**config.mk**
```make
export PLATFORM = sky130hd
export DESIGN_NAME = menc_encoder
export DESIGN_NICKNAME = d
export VERILOG_FILES = /design/src/rtl/menc_pkg.sv /design/src/rtl/menc_timing.sv /design/src/rtl/menc_datapath.sv /design/src/rtl/menc_line.sv /design/src/rtl/menc_encoder.sv
export SDC_FILE = /design/constraint.sdc
export NUM_CORES = 1
export LEC_CHECK = 0
export BUFFER_PORTS_ARGS = -buffer_cell sky130_fd_sc_hd__buf_2
export CORE_MARGIN = 2
export CORE_UTILIZATION = 43
export CTS_CLUSTER_SIZE = 12
export DETAILED_ROUTE_END_ITERATION = 12
export GPL_TIMING_DRIVEN = 1
export MAX_ROUTING_LAYER = met4
export SYNTH_ARGS = -nofsm -noshare
export SYNTH_HDL_FRONTEND = slang
export SYNTH_SLANG_ARGS = --single-unit
```
**constraint.sdc**
```tcl
create_clock -name clk_i -period 5.8 [get_ports clk_i]
set_input_delay 1.16 -clock clk_i [delete_from_list [all_inputs] [get_ports clk_i]]
set_output_delay 1.16 -clock clk_i [all_outputs]
set_load 0.05 [all_outputs]
```
**src/rtl/menc_pkg.sv**
```systemverilog
package menc_pkg;
  typedef enum logic [1:0] {
    LINE_IDLE = 2'd0,
    LINE_POS  = 2'd1,
    LINE_NEG  = 2'd2
  } line_e;
endpackage

```
**src/rtl/menc_timing.sv**
```systemverilog
module menc_timing #(
  parameter int DATA_W    = 16,
  parameter int SYNC_BITS = 3,
  parameter int SLOT_W    = 5
) (
  input  logic              clk_i,
  input  logic              rst_ni,
  input  logic              en_i,
  output logic              ph_o,
  output logic              busy_o,
  output logic [SLOT_W-1:0] slot_o,
  output logic              par_slot_o,
  output logic              req_o,
  output logic              cap_o,
  output logic              wrap_o,
  output logic              sel_load_o
);
  localparam int FRAME_BITS = SYNC_BITS + DATA_W + 1;
  localparam logic [SLOT_W-1:0] LAST_SLOT = SLOT_W'(FRAME_BITS - 1);
  localparam logic [SLOT_W-1:0] REQ_FIRST = SLOT_W'(SYNC_BITS);
  localparam logic [SLOT_W-1:0] REQ_LAST  = SLOT_W'(SYNC_BITS + DATA_W - 1);

  logic              ph_q, busy_q, par_slot_q;
  logic [SLOT_W-1:0] slot_q;
  logic              frame_end;

  assign frame_end = busy_q && (slot_q == LAST_SLOT);

  // ph_q high = second half of bit period; its clearing edge is the shift-clock fall
  always_ff @(posedge clk_i or negedge rst_ni) begin
    if (!rst_ni) begin
      ph_q       <= 1'b0;
      busy_q     <= 1'b0;
      slot_q     <= '0;
      par_slot_q <= 1'b0;
    end else begin
      ph_q <= ~ph_q;
      if (ph_q) begin
        par_slot_q <= frame_end;
        if (busy_q && !frame_end) begin
          slot_q <= slot_q + SLOT_W'(1);
        end else if (en_i) begin
          busy_q <= 1'b1;
          slot_q <= '0;
        end else begin
          busy_q <= 1'b0;
        end
      end
    end
  end

  assign ph_o       = ph_q;
  assign busy_o     = busy_q;
  assign slot_o     = slot_q;
  assign par_slot_o = par_slot_q;
  assign req_o      = busy_q && (slot_q >= REQ_FIRST) && (slot_q <= REQ_LAST);
  assign cap_o      = req_o && !ph_q;
  assign wrap_o     = frame_end && ph_q;
  assign sel_load_o = busy_q && (slot_q == '0) && !ph_q;

  AST_FRAME_CHAIN: assert property (@(posedge clk_i) disable iff (!rst_ni)
    (frame_end && ph_q && en_i) |=> (busy_q && slot_q == '0 && par_slot_q));
  AST_FRAME_STOP: assert property (@(posedge clk_i) disable iff (!rst_ni)
    (frame_end && ph_q && !en_i) |=> (!busy_q && par_slot_q));
  AST_SLOT_MIDBIT: assert property (@(posedge clk_i) disable iff (!rst_ni)
    (busy_q && !ph_q) |=> $stable(slot_q));
endmodule

```
**src/rtl/menc_datapath.sv**
```systemverilog
module menc_datapath (
  input  logic clk_i,
  input  logic rst_ni,
  input  logic sdata_i,
  input  logic sync_sel_i,
  input  logic ph_i,
  input  logic cap_i,
  input  logic wrap_i,
  input  logic sel_load_i,
  output logic cmd_o,
  output logic tx_bit_o,
  output logic par_bit_o
);
  logic cmd_q, dat_q, tx_q, par_acc_q, par_tx_q;

  always_ff @(posedge clk_i or negedge rst_ni) begin
    if (!rst_ni) begin
      cmd_q     <= 1'b0;
      dat_q     <= 1'b0;
      tx_q      <= 1'b0;
      par_acc_q <= 1'b0;
      par_tx_q  <= 1'b0;
    end else begin
      if (sel_load_i) cmd_q <= sync_sel_i;
      if (cap_i) begin
        dat_q     <= sdata_i;
        par_acc_q <= par_acc_q ^ sdata_i;
      end
      // captured mid-period, sent during the whole next period
      if (ph_i) tx_q <= dat_q;
      if (wrap_i) begin
        par_tx_q  <= ~par_acc_q;
        par_acc_q <= 1'b0;
      end
    end
  end

  assign cmd_o     = cmd_q;
  assign tx_bit_o  = tx_q;
  assign par_bit_o = par_tx_q;

  AST_SEL_ONCE: assert property (@(posedge clk_i) disable iff (!rst_ni)
    !sel_load_i |=> $stable(cmd_q));
endmodule

```
**src/rtl/menc_line.sv**
```systemverilog
module menc_line
  import menc_pkg::*;
#(
  parameter int SYNC_BITS = 3,
  parameter int SLOT_W    = 5
) (
  input  logic              clk_i,
  input  logic              rst_ni,
  input  logic              ph_i,
  input  logic              busy_i,
  input  logic [SLOT_W-1:0] slot_i,
  input  logic              par_slot_i,
  input  logic              cmd_i,
  input  logic              tx_bit_i,
  input  logic              par_bit_i,
  input  logic              inh_ni,
  output logic              one_no,
  output logic              zero_no
);
  localparam logic [SLOT_W-1:0] SYNC_LAST = SLOT_W'(SYNC_BITS);
  localparam logic [SLOT_W:0]   SYNC_HALF = (SLOT_W+1)'(SYNC_BITS);

  line_e          line;
  logic [SLOT_W:0] half_idx;

  assign half_idx = {slot_i - SLOT_W'(1), ph_i};

  always_comb begin
    line = LINE_IDLE;
    if (par_slot_i) begin
      line = (par_bit_i ^ ph_i) ? LINE_POS : LINE_NEG;
    end else if (busy_i && slot_i >= SLOT_W'(1) && slot_i <= SYNC_LAST) begin
      line = ((half_idx < SYNC_HALF) == cmd_i) ? LINE_POS : LINE_NEG;
    end else if (busy_i && slot_i > SYNC_LAST) begin
      line = (tx_bit_i ^ ph_i) ? LINE_POS : LINE_NEG;
    end
  end

  assign one_no  = !(line == LINE_POS && inh_ni);
  assign zero_no = !(line == LINE_NEG && inh_ni);

  AST_INHIBIT_IDLE: assert property (@(posedge clk_i) disable iff (!rst_ni)
    !inh_ni |-> (one_no && zero_no));
  AST_NEVER_BOTH: assert property (@(posedge clk_i) disable iff (!rst_ni)
    (one_no || zero_no));
endmodule

```
**src/rtl/menc_encoder.sv**
```systemverilog
module menc_encoder #(
  parameter int DATA_W    = 16,
  parameter int SYNC_BITS = 3
) (
  input  logic clk_i,
  input  logic rst_ni,
  input  logic enc_en_i,
  input  logic sync_sel_i,
  input  logic sdata_i,
  input  logic inh_ni,
  output logic shift_clk_o,
  output logic data_req_o,
  output logic line_one_no,
  output logic line_zero_no
);
  localparam int FRAME_BITS = SYNC_BITS + DATA_W + 1;
  localparam int SLOT_W     = $clog2(FRAME_BITS);

  logic              ph, busy, par_slot, cap, wrap, sel_load;
  logic              cmd, tx_bit, par_bit;
  logic [SLOT_W-1:0] slot;

  menc_timing #(.DATA_W(DATA_W), .SYNC_BITS(SYNC_BITS), .SLOT_W(SLOT_W)) u_timing (
    .clk_i      (clk_i),
    .rst_ni     (rst_ni),
    .en_i       (enc_en_i),
    .ph_o       (ph),
    .busy_o     (busy),
    .slot_o     (slot),
    .par_slot_o (par_slot),
    .req_o      (data_req_o),
    .cap_o      (cap),
    .wrap_o     (wrap),
    .sel_load_o (sel_load)
  );

  menc_datapath u_datapath (
    .clk_i      (clk_i),
    .rst_ni     (rst_ni),
    .sdata_i    (sdata_i),
    .sync_sel_i (sync_sel_i),
    .ph_i       (ph),
    .cap_i      (cap),
    .wrap_i     (wrap),
    .sel_load_i (sel_load),
    .cmd_o      (cmd),
    .tx_bit_o   (tx_bit),
    .par_bit_o  (par_bit)
  );

  menc_line #(.SYNC_BITS(SYNC_BITS), .SLOT_W(SLOT_W)) u_line (
    .clk_i      (clk_i),
    .rst_ni     (rst_ni),
    .ph_i       (ph),
    .busy_i     (busy),
    .slot_i     (slot),
    .par_slot_i (par_slot),
    .cmd_i      (cmd),
    .tx_bit_i   (tx_bit),
    .par_bit_i  (par_bit),
    .inh_ni     (inh_ni),
    .one_no     (line_one_no),
    .zero_no    (line_zero_no)
  );

  assign shift_clk_o = ph;

  AST_REQ_MIDFRAME: assert property (@(posedge clk_i) disable iff (!rst_ni)
    $rose(data_req_o) |-> !shift_clk_o);
endmodule

```
======== After elaboration in Yosys (flattened, before gate mapping) ========
Index checks and enable logic that the tools add are counted.
Widths: inputs -> output; s select.
storage, ports and cells
  input bits .............................. 6
  bits in registers ....................... 13
  output and inout bits ................... 4
  logic and storage cells ................. 60
cells by class
  reductions and logical operators ........ 22
  bitwise operators ....................... 6
  equality and inequality tests ........... 4
  multiplexer cells ....................... 11
  magnitude comparators ................... 6
  $add $sub $neg .......................... 2
operators by type and width
  kind                 number
  $logic_and 1x1->1    13
  $mux 2               6
  $mux 5               2
  $lt 6x2->1 const B   1
  $add 5x1->5 const B  1
  $eq 5x5->1 const B   1
  $ge 5x1->1 const B   1
  $ge 5x2->1 const B   1
  $gt 5x2->1 const B   1
  $le 5x2->1 const B   1
  $le 5x5->1 const B   1
  $logic_not 5->1      1
  $sub 5x1->5 const B  1
  $logic_not 1->1      4
  $reduce_and 2->1     2
  $reduce_bool 2->1    2
  $mux 1               3
  $not 1->1            3
  $xor 1x1->1          3
  $eq 2x1->1 const B   1
  $eq 2x2->1 const B   1
  $eq 1x1->1           1

======== Depth between registers and ports, before layout ========
Gate-level depths: netlist of run 1.
  word-level depth ........................ 9
  mapped depth ............................ 8
  gate-level depth less buffers ........... 7

======== By module ========
From an unflattened synthesis of run 1, not the netlist that was laid out.
unflattened totals
  cells, all modules ...................... 103
  area, all modules ....................... 984.7 µm²
by module, submodules not included
  module         area each (µm²)  sequential area each (µm²)  times used  cells an instance
  menc_timing    493.0            200.2                       1           52
  menc_line      292.8            0.0                         1           38
  menc_datapath  198.9            125.1                       1           13

======== Least setup slack after synthesis of run 1 ========
No wires, ideal clock.
  kind .................................... reg-to-output
  start ................................... register u_timing.slot_q[0] (netlist: u_timing.slot_o[0])
  end ..................................... output port line_one_no
  path buffers ............................ 1
  cell stages (with the launch flop) ...... 9
  data arrival time ....................... 2.677 ns
  path slack .............................. 1.963 ns
  required time ........................... 4.640 ns
  path through ............................ dfrtp_1 buf_6 inv_1 ha_1 o21bai_1 o21a_1 o31ai_2 xnor2_1 a311oi_1
on the way
  cells in the longest elaborated chain, start to end .. 9
  elaborated cells on any way between the ends .. 16
  those cells by class .................... add/sub: 1; order compare: 4; eq/ne: 2; mux: 4; reduce/logical: 5
RTL lines
  item                      RTL line            text
  start: declaration        menc_timing.sv:24   logic [SLOT_W-1:0] slot_q;
  start signal: assignment  menc_timing.sv:41   slot_q <= slot_q + SLOT_W'(1);
  $sub 5x1->5               menc_line.sv:26     assign half_idx = {slot_i - SLOT_W'(1), ph_i};
  $lt 6x2->1                menc_line.sv:33     line = ((half_idx < SYNC_HALF) == cmd_i) ? LINE_POS : LINE_NEG;
  $eq 1x1->1                menc_line.sv:33
  $mux 2                    menc_line.sv:33
  $mux 2 (*)                menc_line.sv:32     end else if (busy_i && slot_i >= SLOT_W'(1) && slot_i <= SYNC_LAST) begin
  $mux 2 (*)                menc_line.sv:30     if (par_slot_i) begin
  $eq 2x1->1 (*)            menc_line.sv:39     assign one_no = !(line == LINE_POS && inh_ni);
  $logic_and 1x1->1 (*)     menc_line.sv:39
  $logic_not 1->1 (*)       menc_line.sv:39
  end: declaration          menc_encoder.sv:13  output logic line_one_no,
Every way passes the cells marked *; elsewhere a longest branch is shown, timed or not.

======== Worst setup path in the final report of run 1 ========
  start ................................... register u_timing.slot_q[0] (netlist: u_timing.slot_o[0])
  end ..................................... output port line_zero_no
on the way
  cells in the longest elaborated chain, start to end .. 9
  elaborated cells on any way between the ends .. 16
  those cells by class .................... add/sub: 1; order compare: 4; eq/ne: 2; mux: 4; reduce/logical: 5
RTL lines
  item                   RTL line            text
  $sub 5x1->5            menc_line.sv:26
  $lt 6x2->1             menc_line.sv:33
  $eq 1x1->1             menc_line.sv:33
  $mux 2                 menc_line.sv:33
  $mux 2 (*)             menc_line.sv:32
  $mux 2 (*)             menc_line.sv:30
  $eq 2x2->1 (*)         menc_line.sv:40     assign zero_no = !(line == LINE_NEG && inh_ni);
  $logic_and 1x1->1 (*)  menc_line.sv:40
  $logic_not 1->1 (*)    menc_line.sv:40
  end: declaration       menc_encoder.sv:14  output logic line_zero_no
Marked as above.

==> results of run 1 <==
kinds of logic (layout without fill, tap and decap cells):
kind of cell / Yosys count / count (layout)
AO/OA/AOI/OAI: 28 / 28
XOR/XNOR: 2 / 2
adder cells (fa/ha/maj): 5 / 5
buffers and inverters: 12 / 18
flip-flops: 13 / 13
multiplexers: 4 / 4
AND/OR/NAND/NOR: 34 / 34
per-stage QoR:
step,power (W),area (um2),hold WS [ps],std cells
5_1_grt,0.000540,958,515,131
4_1_cts,0.000499,958,473,131
3_5_place_dp,0.000438,932,461,127
6_report,0.000495,958,472,131
2_1_floorplan,0.000403,902,440,98
3_3_place_gp,0.000429,932,455,127
worst max-delay path, cell delays in order (launching register included):
cell      delay [ps]
dfrtp_1          620
inv_1            160
ha_1             280
o21bai_1         170
o21a_1           190
o31ai_2          200
xnor2_1          170
o221a_1          200
buf_2            250
placed cells by master (no fill, tap or decap), types with 2 or more instances in the layout:
cell	synthesis	layout
nor2_1	4	4
nand2_1	14	14
nand3_1	5	5
dfrtp_1	13	13
nor2b_1	2	2
a22o_1	2	2
o21ai_0	9	9
buf_2	1	9
ha_1	5	5
o21ai_1	3	3
mux2i_1	2	2
xnor2_1	2	2
inv_1	5	5
clkbuf_4	0	3
mux2_2	2	2
per-layer routing:
layer / share of wire / vias to the layer above / routed length [um] / track usage
met4: 0.0073 / 0 / 14 / 0.0833
li1: - / 371 / - / -
met3: 0.036 / 2 / 68 / 0.0273
met1: 0.47 / 360 / 894 / 0.239
met2: 0.49 / 16 / 933 / 0.284
met5: 0 / - / 0 / -
worst paths after layout:
kind	from	to	slack, ps	depth (start not counted)
worst min-delay path	u_datapath.par_acc_q	u_datapath.par_acc_q	470	1
max in group asynchronous	rst_ni	u_datapath.dat_q	4810	1
worst min register to register	u_datapath.par_acc_q	u_datapath.par_acc_q	470	1
worst max-delay path	u_timing.slot_o[0]	line_zero_no	2110	8
min in group asynchronous	rst_ni	u_timing.ph_o	750	1
worst max register to register	u_timing.slot_o[0]	u_timing.slot_o[4]	3830	4
power by group through the flow:
stage           clock, W  sequential, W  combinational [W]
6_report       0.0000595       0.000198           0.000238
3_5_place_dp           0       0.000199           0.000239
3_3_place_gp           0       0.000196           0.000233
2_1_floorplan          0       0.000150           0.000253
4_1_cts        0.0000615       0.000197           0.000240
5_1_grt        0.0000664       0.000206           0.000268
cell type report:
class / instances / share of cell area
clock buffers: 4 / 0.0274
flip-flops and latches: 13 / 0.339
repair buffers: 9 / 0.0470
inverters: 5 / 0.0196
well taps: 27 / 0.0352
multi-input cells: 73 / 0.531
==> flow_metrics.tcl, run 1 <==
set metrics [dict create \
    peakVddDrop_mv 0.218 \
    synth_top_family_by_area "compound AO/OA/AOI/OAI gates" \
    fill_cells 205 \
    power_frac_comb 0.481 \
    drv_cap 0 \
    synthMuxAreaShare 0.0472 \
    area_growth_pct 6.24 \
    report.final.slew_viol_count 0 \
    yosys_warnings 0 \
    fmax_ghz 0.271 \
    regArea_um2 325 \
    p_switching_w 0.000235 \
    synthXorXnorAreaFrac 0.0194 \
    synth_most_common_cell "nand2_1" \
    synth_area_leaders "dfrtp_1, ha_1, nand2_1" \
    clk_pin_slew_ps 90 \
    final_nets 116 \
    grt_antenna_before_repair 0 \
    drt_iter0_markers 25 \
    synth_compound_area_frac 0.226 \
    overflow 0 \
    synth_top_cell_by_area "dfrtp_1" \
    rsz0062_at_grt "no" \
    yosysSeqAreaShare 0.361 \
    viasPerCell 5.72 \
    drtPass1Iterations 4 \
    final_util 0.489 \
    power_density_nw_per_um2 517 \
    synth_edf_count 0 \
    setup_violations 0 \
    dpl_worst_slack_ps 2410 \
    core_area_um2 1960 \
    synth-seq-cells 13 \
    drc 0 \
    switching_share 0.475 \
    ioPinCount 10 \
    cts-hold-fix-buffers 0 \
    worstPathRequired_ps 4640 \
    cts_tree "built" \
    yosys.area_share.simple 0.202 \
    wire_per_inst_um 14.6 \
    grt_max_degree 18 \
    tightest_slew_ps 542 \
    relSlewSlack 0.639 \
    drive_above_1_share 0.183 \
    start_util 0.460 \
    clockBufferDepth 2 \
    grt_pass1_wl_mm 3.33 \
    timing.critical_path.from_type "register" \
    power_frac_seq 0.399 \
    min_period_over_period 0.637 \
    synth_top_area_share 0.361 \
    cp-end-kind "output port" \
    run_status "completed" \
    gp_congestion 0.730 \
    async_flop_share 1.00 \
    numCtsBuffers 3 \
    largest_reg_flops 5 \
    vias 749 \
    p_leak_nw 0.425 \
    crit_fanout 13 \
    finClkSkew_ps 5.17 \
    antenna_cells 0 \
    yosysUniqueCellTypes 41 \
    die_x_um 49.8 \
    yosys-top-cells-count "nand2_1, dfrtp_1, o21ai_0" \
    h-tree-depth 1 \
    syn_nets 109 \
    grt_pass1_vias 698 \
    fp-row-count 16 \
    syn-instance-count 98 \
    cp_data_arrival_time_ps 2530 \
    hold_class "register to register" \
    p_int_w 0.000260 \
    clock_latency_ps 290 \
    routed_wl_mm 1.91 \
    setup_slack_ps 2110 \
    cts_setup_buffers 0 \
    die_h_um 49.8 \
    cts.sinks 13 \
    hpwl_mm 1.36 \
    dieArea_um2 2480 \
    grt.total_usage 0.184 \
    fin_crit_ps 3690 \
    antenna_left 0 \
    cts_root_buf "clkbuf_4" \
    pwr-share-clk 0.120 \
    setup_tns_ps 0 \
    synth_area_um2 902 \
    synthAdderAreaFrac 0.0693 \
    synth_ff_type "dfrtp_1" \
    cts-resized-gates 0 \
    multiInputGateArea_um2 509 \
    worstSetupPathType "register to output port" \
    io_buffer_count 9 \
    hold_violations 0 \
    syn_avg_cell_area_um2 9.21 \
]
(Power assumes the default switching activity.)
==> inputs of run 2 (changes only) <==
==> constraint.sdc (replaced) <==
create_clock -name clk_i -period 3.05 [get_ports clk_i]
set_input_delay 0.61 -clock clk_i [delete_from_list [all_inputs] [get_ports clk_i]]
set_output_delay 0.61 -clock clk_i [all_outputs]
set_load 0.05 [all_outputs]
==> run 2 against run 1 <==
Effect of this change:
- sequential power is 68% higher
- clock power is 83% higher
- critical endpoint unchanged
- non-clock buffer count is 3 higher
- routed wire length is 4.1% lower
- clock skew is 3.7 ps higher
- sequential cell count stayed put
- sequential share of layout area is 0.99 points lower
==> flow_metrics.tcl, run 2 (same netlist as run 1, synthesis figures left out) <==
set metrics [dict create \
    timing.critical_path.from_type "register" \
    cts_tree "built" \
    fmax_ghz 0.359 \
    relSlewSlack 0.683 \
    clockBufferDepth 2 \
    viasPerCell 5.61 \
    final_util 0.503 \
    gp_congestion 0.724 \
    drive_above_1_share 0.215 \
    rsz0062_at_grt "no" \
    run_status "completed" \
    p_leak_nw 0.440 \
    core_area_um2 1960 \
    most-common-layout-cells "nand2_1, dfrtp_1, o21ai_0, buf_2" \
    ioPinCount 10 \
    tightest_slew_ps 473 \
    placed_cells 130 \
    power_w 0.000955 \
    cts-resized-gates 0 \
    cts-hold-fix-buffers 0 \
    hpwl_mm 1.34 \
    cp_data_arrival_time_ps 2180 \
    hold_class "input pin to asynchronous set/reset pin" \
    grt_pass1_wl_mm 3.17 \
    final_common_cell "nand2_1" \
    instances_no_fill 134 \
    largest_reg_flops 5 \
    antenna_left 0 \
    drt_iter0_markers 27 \
    cp-end-kind "output port" \
    grt_pass1_vias 713 \
    setup_tns_ps 0 \
    regArea_um2 325 \
    final_cell_area_um2 987 \
    worstSetupPathType "register to output port" \
    crit_fanout 4 \
    cts_root_buf "clkbuf_4" \
    clock_latency_ps 280 \
    min_period_over_period 0.914 \
    start_util 0.460 \
    grt.total_usage 0.169 \
    setup_violations 0 \
    finClkSkew_ps 8.83 \
    dieArea_um2 2480 \
    final_nets 119 \
    vias 752 \
    wire_per_inst_um 13.7 \
    io_buffer_count 9 \
    report.final.slew_viol_count 0 \
    fp-row-count 16 \
    drc 0 \
    h-tree-depth 1 \
    multiInputGateArea_um2 515 \
    area_growth_pct 9.43 \
    cts.sinks 13 \
    power_density_nw_per_um2 967 \
    worstPathRequired_ps 2440 \
    die_h_um 49.8 \
    peakVddDrop_mv 0.376 \
    grt_max_degree 17 \
    fin_crit_ps 2790 \
    place_area_um2 961 \
    cts_setup_buffers 0 \
    hold_violations 0 \
    routed_wl_mm 1.83 \
    overflow 0 \
    numCtsBuffers 3 \
    antenna_cells 0 \
    fill_cells 216 \
    grt_antenna_before_repair 0 \
    drv_cap 0 \
    clk_pin_slew_ps 90 \
    die_x_um 49.8 \
    drtPass1Iterations 4 \
]
## run 2: changes by cell type in the layout (fill, tap and decap cells not counted), sizes merged
cell and change:
buf +3
## run 2: final cells by class
cell class	instances	area share
inverters	5	0.0190
multi-input cells	73	0.522
clock buffers	4	0.0266
flip-flops and latches	13	0.330
well taps	27	0.0342
repair buffers	12	0.0684
## run 2: worst paths after layout
check / cells past startpoint / slack [ps] / end / from
min: 1 / 210 / u_timing.ph_o / rst_ni
min in group clk_i: 1 / 470 / u_datapath.par_acc_q / u_datapath.par_acc_q
max: 8 / 260 / line_zero_no / u_timing.slot_o[1]
max in group asynchronous: 1 / 2590 / u_datapath.cmd_o / rst_ni
max reg2reg: 5 / 1150 / u_timing.slot_o[4] / u_timing.slot_o[0]
min reg2reg: 1 / 470 / u_datapath.par_acc_q / u_datapath.par_acc_q
## run 2: critical path: stages (launching register included)
cell     delay [ps]
dfrtp_1         350
inv_1            80
ha_1            290
nor2b_1         190
o21ai_1         100
o31ai_2         240
xnor2_1         180
o221a_1         220
buf_2           250
## run 2: stage by stage
stage / hold slack, ps / worst slack, ps
final: 210 / 263
after global placement: 455 / 626
after global routing: 221 / 120
after CTS: 216 / 257
after floorplan: 314 / 226
after detailed placement: 465 / 575
## run 2: report_power, final
| part | internal [W] | switching (W) | total, W | leakage (nW) |
|---|---|---|---|---|
| Sequential | 0.000243 | 0.0000896 | 0.000332 | 0.148 |
| Combinational | 0.000221 | 0.000292 | 0.000513 | 0.277 |
| Clock | 0.0000506 | 0.0000584 | 0.000109 | 0.0150 |
| Total | 0.000514 | 0.000440 | 0.000955 | 0.440 |
## run 2: routing by layer
metal | vias to the layer above | GRT usage | wire length [um]
li1 | 374 | - | -
met1 | 365 | 0.222 | 887
met2 | 13 | 0.273 | 871
met3 | 0 | 0.0364 | 73
met4 | 0 | 0.0278 | 0
met5 | - | - | 0
